File: src/rtl/glob_dir_predictor.sv
`timescale 1ns/1ps
module glob_dir_predictor #(
  parameter int HIST_W = 4,
  parameter int KIND   = 2
) (
  input  logic              clk,
  input  logic              rst_n,
  input  logic              pred_req,
  output logic              pred_taken,
  output logic [HIST_W-1:0] pred_snap,
  input  logic              res_valid,
  input  logic              res_taken,
  input  logic              res_mispred,
  input  logic [HIST_W-1:0] res_snap
);
  localparam int         ENTRIES = 1 << HIST_W;
  localparam logic [1:0] INIT    = (KIND == 0) ? 2'd1 : 2'd3;

  logic [HIST_W-1:0] ghr;
  logic [1:0]        pht [ENTRIES];
  logic [1:0]        cur, old, upd;
  logic              repair;

  assign cur       = pht[ghr];
  assign old       = pht[res_snap];
  assign repair    = res_valid & res_mispred;
  assign pred_snap = ghr;

  generate
    if (KIND == 0) begin : g_last
      assign pred_taken = cur[0];
      assign upd        = {1'b0, res_taken};
    end else if (KIND == 1) begin : g_pair
      assign pred_taken = |cur;
      assign upd        = {old[0], res_taken};
    end else begin : g_ctr
      assign pred_taken = cur[1];
      assign upd = res_taken ? ((old == 2'd3) ? old : old + 2'd1)
                             : ((old == 2'd0) ? old : old - 2'd1);
    end
  endgenerate

  always_ff @(posedge clk) begin
    if (!rst_n)        ghr <= '0;
    else if (repair)   ghr <= {res_snap[HIST_W-2:0], res_taken};
    else if (pred_req) ghr <= {ghr[HIST_W-2:0], pred_taken};
  end

  always_ff @(posedge clk) begin
    if (!rst_n) begin
      for (int i = 0; i < ENTRIES; i++) pht[i] <= INIT;
    end else if (res_valid) begin
      pht[res_snap] <= upd;
    end
  end


  spec_shift_chk: assert property (@(posedge clk) disable iff (!rst_n)
    (pred_req && !(res_valid && res_mispred)) |=>
      pred_snap == {$past(pred_snap[HIST_W-2:0]), $past(pred_taken)});


  repair_chk: assert property (@(posedge clk) disable iff (!rst_n)
    (res_valid && res_mispred) |=>
      pred_snap == {$past(res_snap[HIST_W-2:0]), $past(res_taken)});


  hist_hold_chk: assert property (@(posedge clk) disable iff (!rst_n)
    (!pred_req && !(res_valid && res_mispred)) |=> $stable(pred_snap));


  idle_table_chk: assert property (@(posedge clk) disable iff (!rst_n)
    (!res_valid && !pred_req && !res_mispred) |=> $stable(pred_taken));

  generate
    if (KIND == 2) begin : g_ctr_chk

      sat_high_chk: assert property (@(posedge clk) disable iff (!rst_n)
        (res_valid && res_taken && pht[res_snap] == 2'd3) |=>
          pht[$past(res_snap)] == 2'd3);

      sat_low_chk: assert property (@(posedge clk) disable iff (!rst_n)
        (res_valid && !res_taken && pht[res_snap] == 2'd0) |=>
          pht[$past(res_snap)] == 2'd0);
    end
  endgenerate
endmodule

File: config.mk
export PLATFORM = sky130hd
export DESIGN_NAME = glob_dir_predictor
export DESIGN_NICKNAME = d
export VERILOG_FILES = /design/src/rtl/glob_dir_predictor.sv
export SDC_FILE = /design/constraint.sdc
export NUM_CORES = 1
export LEC_CHECK = 0
export BUFFER_PORTS_ARGS = -buffer_cell sky130_fd_sc_hd__buf_2
export CORE_MARGIN = 1
export CORE_UTILIZATION = 59
export DETAILED_ROUTE_END_ITERATION = 10
export MAX_ROUTING_LAYER = met4
export PLACE_DENSITY = 0.85
export SETUP_SLACK_MARGIN = 0.5
export SLEW_MARGIN = 10
export SYNTH_ARGS = -nofsm -noshare
export SYNTH_HDL_FRONTEND = slang
export SYNTH_SLANG_ARGS = --single-unit
File: constraint.sdc
create_clock -name clk -period 2.24 [get_ports clk]
set_clock_uncertainty 0.1 [all_clocks]
set_input_delay 0 -clock clk [delete_from_list [all_inputs] [get_ports clk]]
set_output_delay 0 -clock clk [all_outputs]
set_load 0.02 [all_outputs]
### Word level (Yosys, flattened, before mapping)

Memory sizes are Yosys's and may differ from the RTL's. A register that Yosys moved wholly into a read port is not among the register bits.
Cells that the tools add are included.

* flip-flop bits (word level): 4
* RAM bits: 32
* input bits: 10
* output and inout bits: 5
* logic and storage cells: 23
* memories: 1

Memories
* pht: depth 16, width 2, rd ports 2, clocked after Yosys merged registers in 1, write ports 16, RTL line 20 `logic [1:0] pht [ENTRIES];`

* add/sub/neg operators: 2
* equality and inequality tests: 1
* muxes and demuxes: 14
* bitwise logic cells: 1
* reductions and logical operators: 3

Operators by type and width (number)
* $mux W4: 5
* $mux W2: 4
* $mux W1: 5
* $add A2 B1 Y2 const B: 1
* $eq A2 B2 Y1 const B: 1
* $logic_not A2 Y1: 1
* $reduce_bool A2 Y1: 1
* $reduce_or A2 Y1: 1
* $sub A2 B1 Y2 const B: 1
* $and A1 B1 Y1: 1

### Longest topological paths before layout

* depth in word-level cells: 5
* gate-level depth with buffers: 8
* depth with buffers taken out: 5

### Worst setup path after synthesis

No wires, ideal clock.

* path kind: reg-to-reg
* start: reg with a tool-made name
* end: reg with a tool-made name
* library setup time: 0.130 ns
* arrival: 1.724 ns
* data required time: 2.010 ns
* path slack: 0.286 ns
* cell stages (with the launch flop): 5
* path buffers: 0
* period minus slack after synthesis: 1.954 ns
* cell sequence: dfxtp_1 > mux4_2 > mux4_2 > mux2i_1 > a21oi_1

==> flow_summary.yaml <==
critical_path:
  worst-path-max-fanout: 8
  largest_incremental_delay_on_the_critical_path_ps: 500
  worstSetupEndpointType: "flip-flop"
  critical_path_required_ps: 2240
  path_class: "flip-flop to flip-flop"
  critPathTopFamily: "multiplexers"
  cp_num_buf_inv: 0
  critPathSlowestCell: "mux4_2"
  worstPathCellList: "mux4_2, a22oi_2, and3_4, maj3_4, nand2_1"
  startpoint_type_of_the_worst_setup_path: "flip-flop"
  critical_path_arrival_ps: 2050
sta:
  final_hold_viol_count: 0
  fin_setup_tns_ps: 0
  period_share_pct: 91.7
  clock.fmax_ghz: 0.487
  min_period_ps: 2050
  setup_viol: 0
  final_critical_path_setup_slack_ps: 187
  timing_worst_slew_pin_value_ps: 386
  grt_setup_unrepaired: "true"
  relSlewSlack_pct: 74.1
  slew_viol_final: 0
floorplanning:
  fp.dieArea_um2: 3690
  initial_core_util_pct: 64.6
  fp.dieW_um: 60.7
  die_h_um: 60.7
  placement_rows: 20
  core_area_um2: 3150
  boundaryPins: 15
power_and_ir_drop:
  sw_frac_of_total_pct: 25.9
  pwr-share-clk_pct: 24.6
  cell_internal_pwr_uw: 996
  pwr-share-seq_pct: 61.4
  p_total_mw: 1.35
  worst_ir_drop_vdd_uv: 354
  total_leakage_power_nw: 0.664
  share_comb_of_total_power_pct: 14.1
  p_sw_uw: 349
  powerDensity_nw_per_um2: 597
route:
  via_per_inst: 6.32
  via_count: 1447
  routed_wire_length_per_instance_um: 18.7
  route.antenna.remaining_nets: 0
  drt_pass1_iterations: 4
  post-route-drc-count: 0
  drt-initial-drc-count: 120
  route.final.wire_length_mm: 4.29
clock_network:
  worstSkewPairLatency_ps: 340
  cts-buffers-inserted: 5
  post_cts_setup_repair_bufs: 0
  clkTransAtPathRegs_ps: 110
  cts_tree: "built"
  ctsLongestPathBuffers: 2
  ctsRootBufferMaster: "clkbuf_4"
  cts.sinks: 40
  cts_htree_levels: 2
cells_and_area:
  regArea_um2: 1120
  syn2layout_area_growth_pct: 10.7
  diodes: 0
  post_route_cells_drive_above_1_share_pct: 30.3
  finalNetCount: 195
  n_fill_cell: 247
  final_util_pct: 71.5
  multiInputGateArea_um2: 881
global_routing:
  grt_antenna_before_repair: 0
  gr-usage-all-layers_pct: 29.9
  global_route.overflow_total: 0
  first_global_vias: 1484
  wire_length_of_the_first_global_routing_pass_mm: 7.18
  grt_max_degree: 17
outcome:
  outcome: "complete, no violations"
placement:
  placed_wire_length_estimate_mm: 2.91
  routabilityCongestion: 0.960
  io_buffer_count: 14
  worst_setup_slack_before_clock_tree_synthesis_ps: 170
synthesis:
  mappedNetlistNets: 177
  post-synth-top-area-fraction_pct: 47.2
  syn_avg_cell_area_um2: 12.2
  synth.top_cells.by_area: "edfxtp_1, mux4_2, nand2_1, dfxtp_1, o21ai_0"
  yosysWarningCount: 0
  number_of_flip_flops_and_latches_in_the_synthesized_netlist: 40
  synth.largest_area_cell: "edfxtp_1"
  synth.cell_area_um2: 2040
  post_synth_inst_count: 167
  fraction_of_the_yosys_area_taken_by_sequential_cells_pct: 55.1
  synth.distinct_cells: 27
run:
  maxCapViolCount: 0
worst_hold_path:
  timing.hold.worst.class: "input port to flip-flop"
cells in the mapped netlist (all sizes together):
cell / instances
nor3: 4
nand2b: 6
o211a: 3
a21oi: 1
nand4: 2
mux4: 13
nand2: 43
dfxtp: 8
clkbuf: 4
and4: 1
or3: 1
nand4b: 1
nor2b: 2
inv: 1
o21ai: 13
and3: 1
mux2i: 4
a22oi: 1
maj3: 2
edfxtp: 32
nor2: 14
buf: 8
nand3: 2
layout by cell type (no fill, tap or decap):
| cell | n |
|---|---|
| o21ai_0 | 13 |
| nor3_1 | 4 |
| and4_2 | 1 |
| o211a_1 | 3 |
| nand3_1 | 2 |
| nor2b_1 | 2 |
| dfxtp_1 | 7 |
| clkinv_1 | 2 |
| dfxtp_4 | 1 |
| clkbuf_4 | 5 |
| mux4_2 | 13 |
| buf_2 | 13 |
| nand4b_1 | 1 |
| nand4_1 | 2 |
| or3_1 | 1 |
| nand2_2 | 15 |
| nand2_1 | 28 |
| dlygate4sd3_1 | 6 |
| a22oi_2 | 1 |
| nor2_1 | 14 |
| nand2b_1 | 6 |
| maj3_4 | 4 |
| mux2i_1 | 4 |
| inv_1 | 1 |
| and3_4 | 1 |
| buf_4 | 1 |
| edfxtp_1 | 32 |
| a21oi_1 | 1 |
| buf_6 | 1 |
worst reg2reg max path, cell delays in order (launching register included):
cell,delay (ps)
edfxtp_1,440
mux4_2,500
a22oi_2,170
and3_4,250
maj3_4,280
nand2_1,80
state kept, by name, summed over array words and instances (netlist names), named ones only:
name / cells
pht: 32
pred_snap: 4
cell type report:
class | count | area share [%]
flip-flops and latches | 40 | 49.9
inverters | 1 | 0.167
well taps | 44 | 2.44
multi-input cells | 116 | 39.1
repair buffers | 21 | 6.39
clock inverters | 2 | 0.333
clock buffers | 5 | 1.67
stage by stage:
step | cell area (um2) | cells | hold slack (ps)
after floorplan | 2040 | 167 | 123
after global placement | 2070 | 214 | 237
after detailed placement | 2070 | 214 | 264
after CTS | 2230 | 229 | 17.6
after global routing | 2250 | 229 | 36.3
final | 2250 | 229 | 42.4
layer usage:
layer	wire length (um)	vias up	GRT usage, %
li1	-	654	-
met1	1640	703	37.8
met2	2120	72	45.5
met4	170	0	16.2
met3	369	18	5.97
met5	0	-	-
power groups by stage:
stage               Combinational [mW]  Clock, mW  Sequential [mW]
floorplan                        0.121          0            0.847
global placement                 0.146          0            0.842
detailed placement               0.153          0            0.843
CTS                              0.182      0.337            0.826
global route                     0.206      0.368            0.828
finish                           0.189      0.330            0.826
final timing paths:
| check | startpoint | endpoint | slack (ps) | cells after the start |
|---|---|---|---|---|
| setup / recovery | pht[3][1]$_SDFFCE_PN1P_ | pht[3][1]$_SDFFCE_PN1P_ | 190 | 5 |
| hold reg to reg | pred_snap[0]$_SDFFE_PN0N_ | flip-flop | 500 | 2 |
| hold / removal | res_valid | flip-flop | 40 | 3 |
| setup reg to reg | pht[3][1]$_SDFFCE_PN1P_ | pht[3][1]$_SDFFCE_PN1P_ | 190 | 5 |
cells by family (layout without fill, tap and decap cells):
| kind of cell | count (synthesis) | in the layout | synth area share [%] |
|---|---|---|---|
| AOI/OAI and AO/OA | 18 | 18 | 5.29 |
| adders and majority gates | 2 | 4 | 1.35 |
| buffers and inverters | 13 | 29 | 4.98 |
| DFF | 40 | 40 | 55.1 |
| muxes | 17 | 17 | 16.5 |
| and+or+nand+nor | 77 | 77 | 16.8 |
what timing repair did:
action	4_1_cts	5_1_grt
endpoints found under the setup margin	35	35
pin swaps	23	2
endpoints found under the hold margin	12	0
gates cloned	2	0
hold buffers	6	0
resized for setup	13	8
Note: power is estimated with default switching activity, not from simulation.
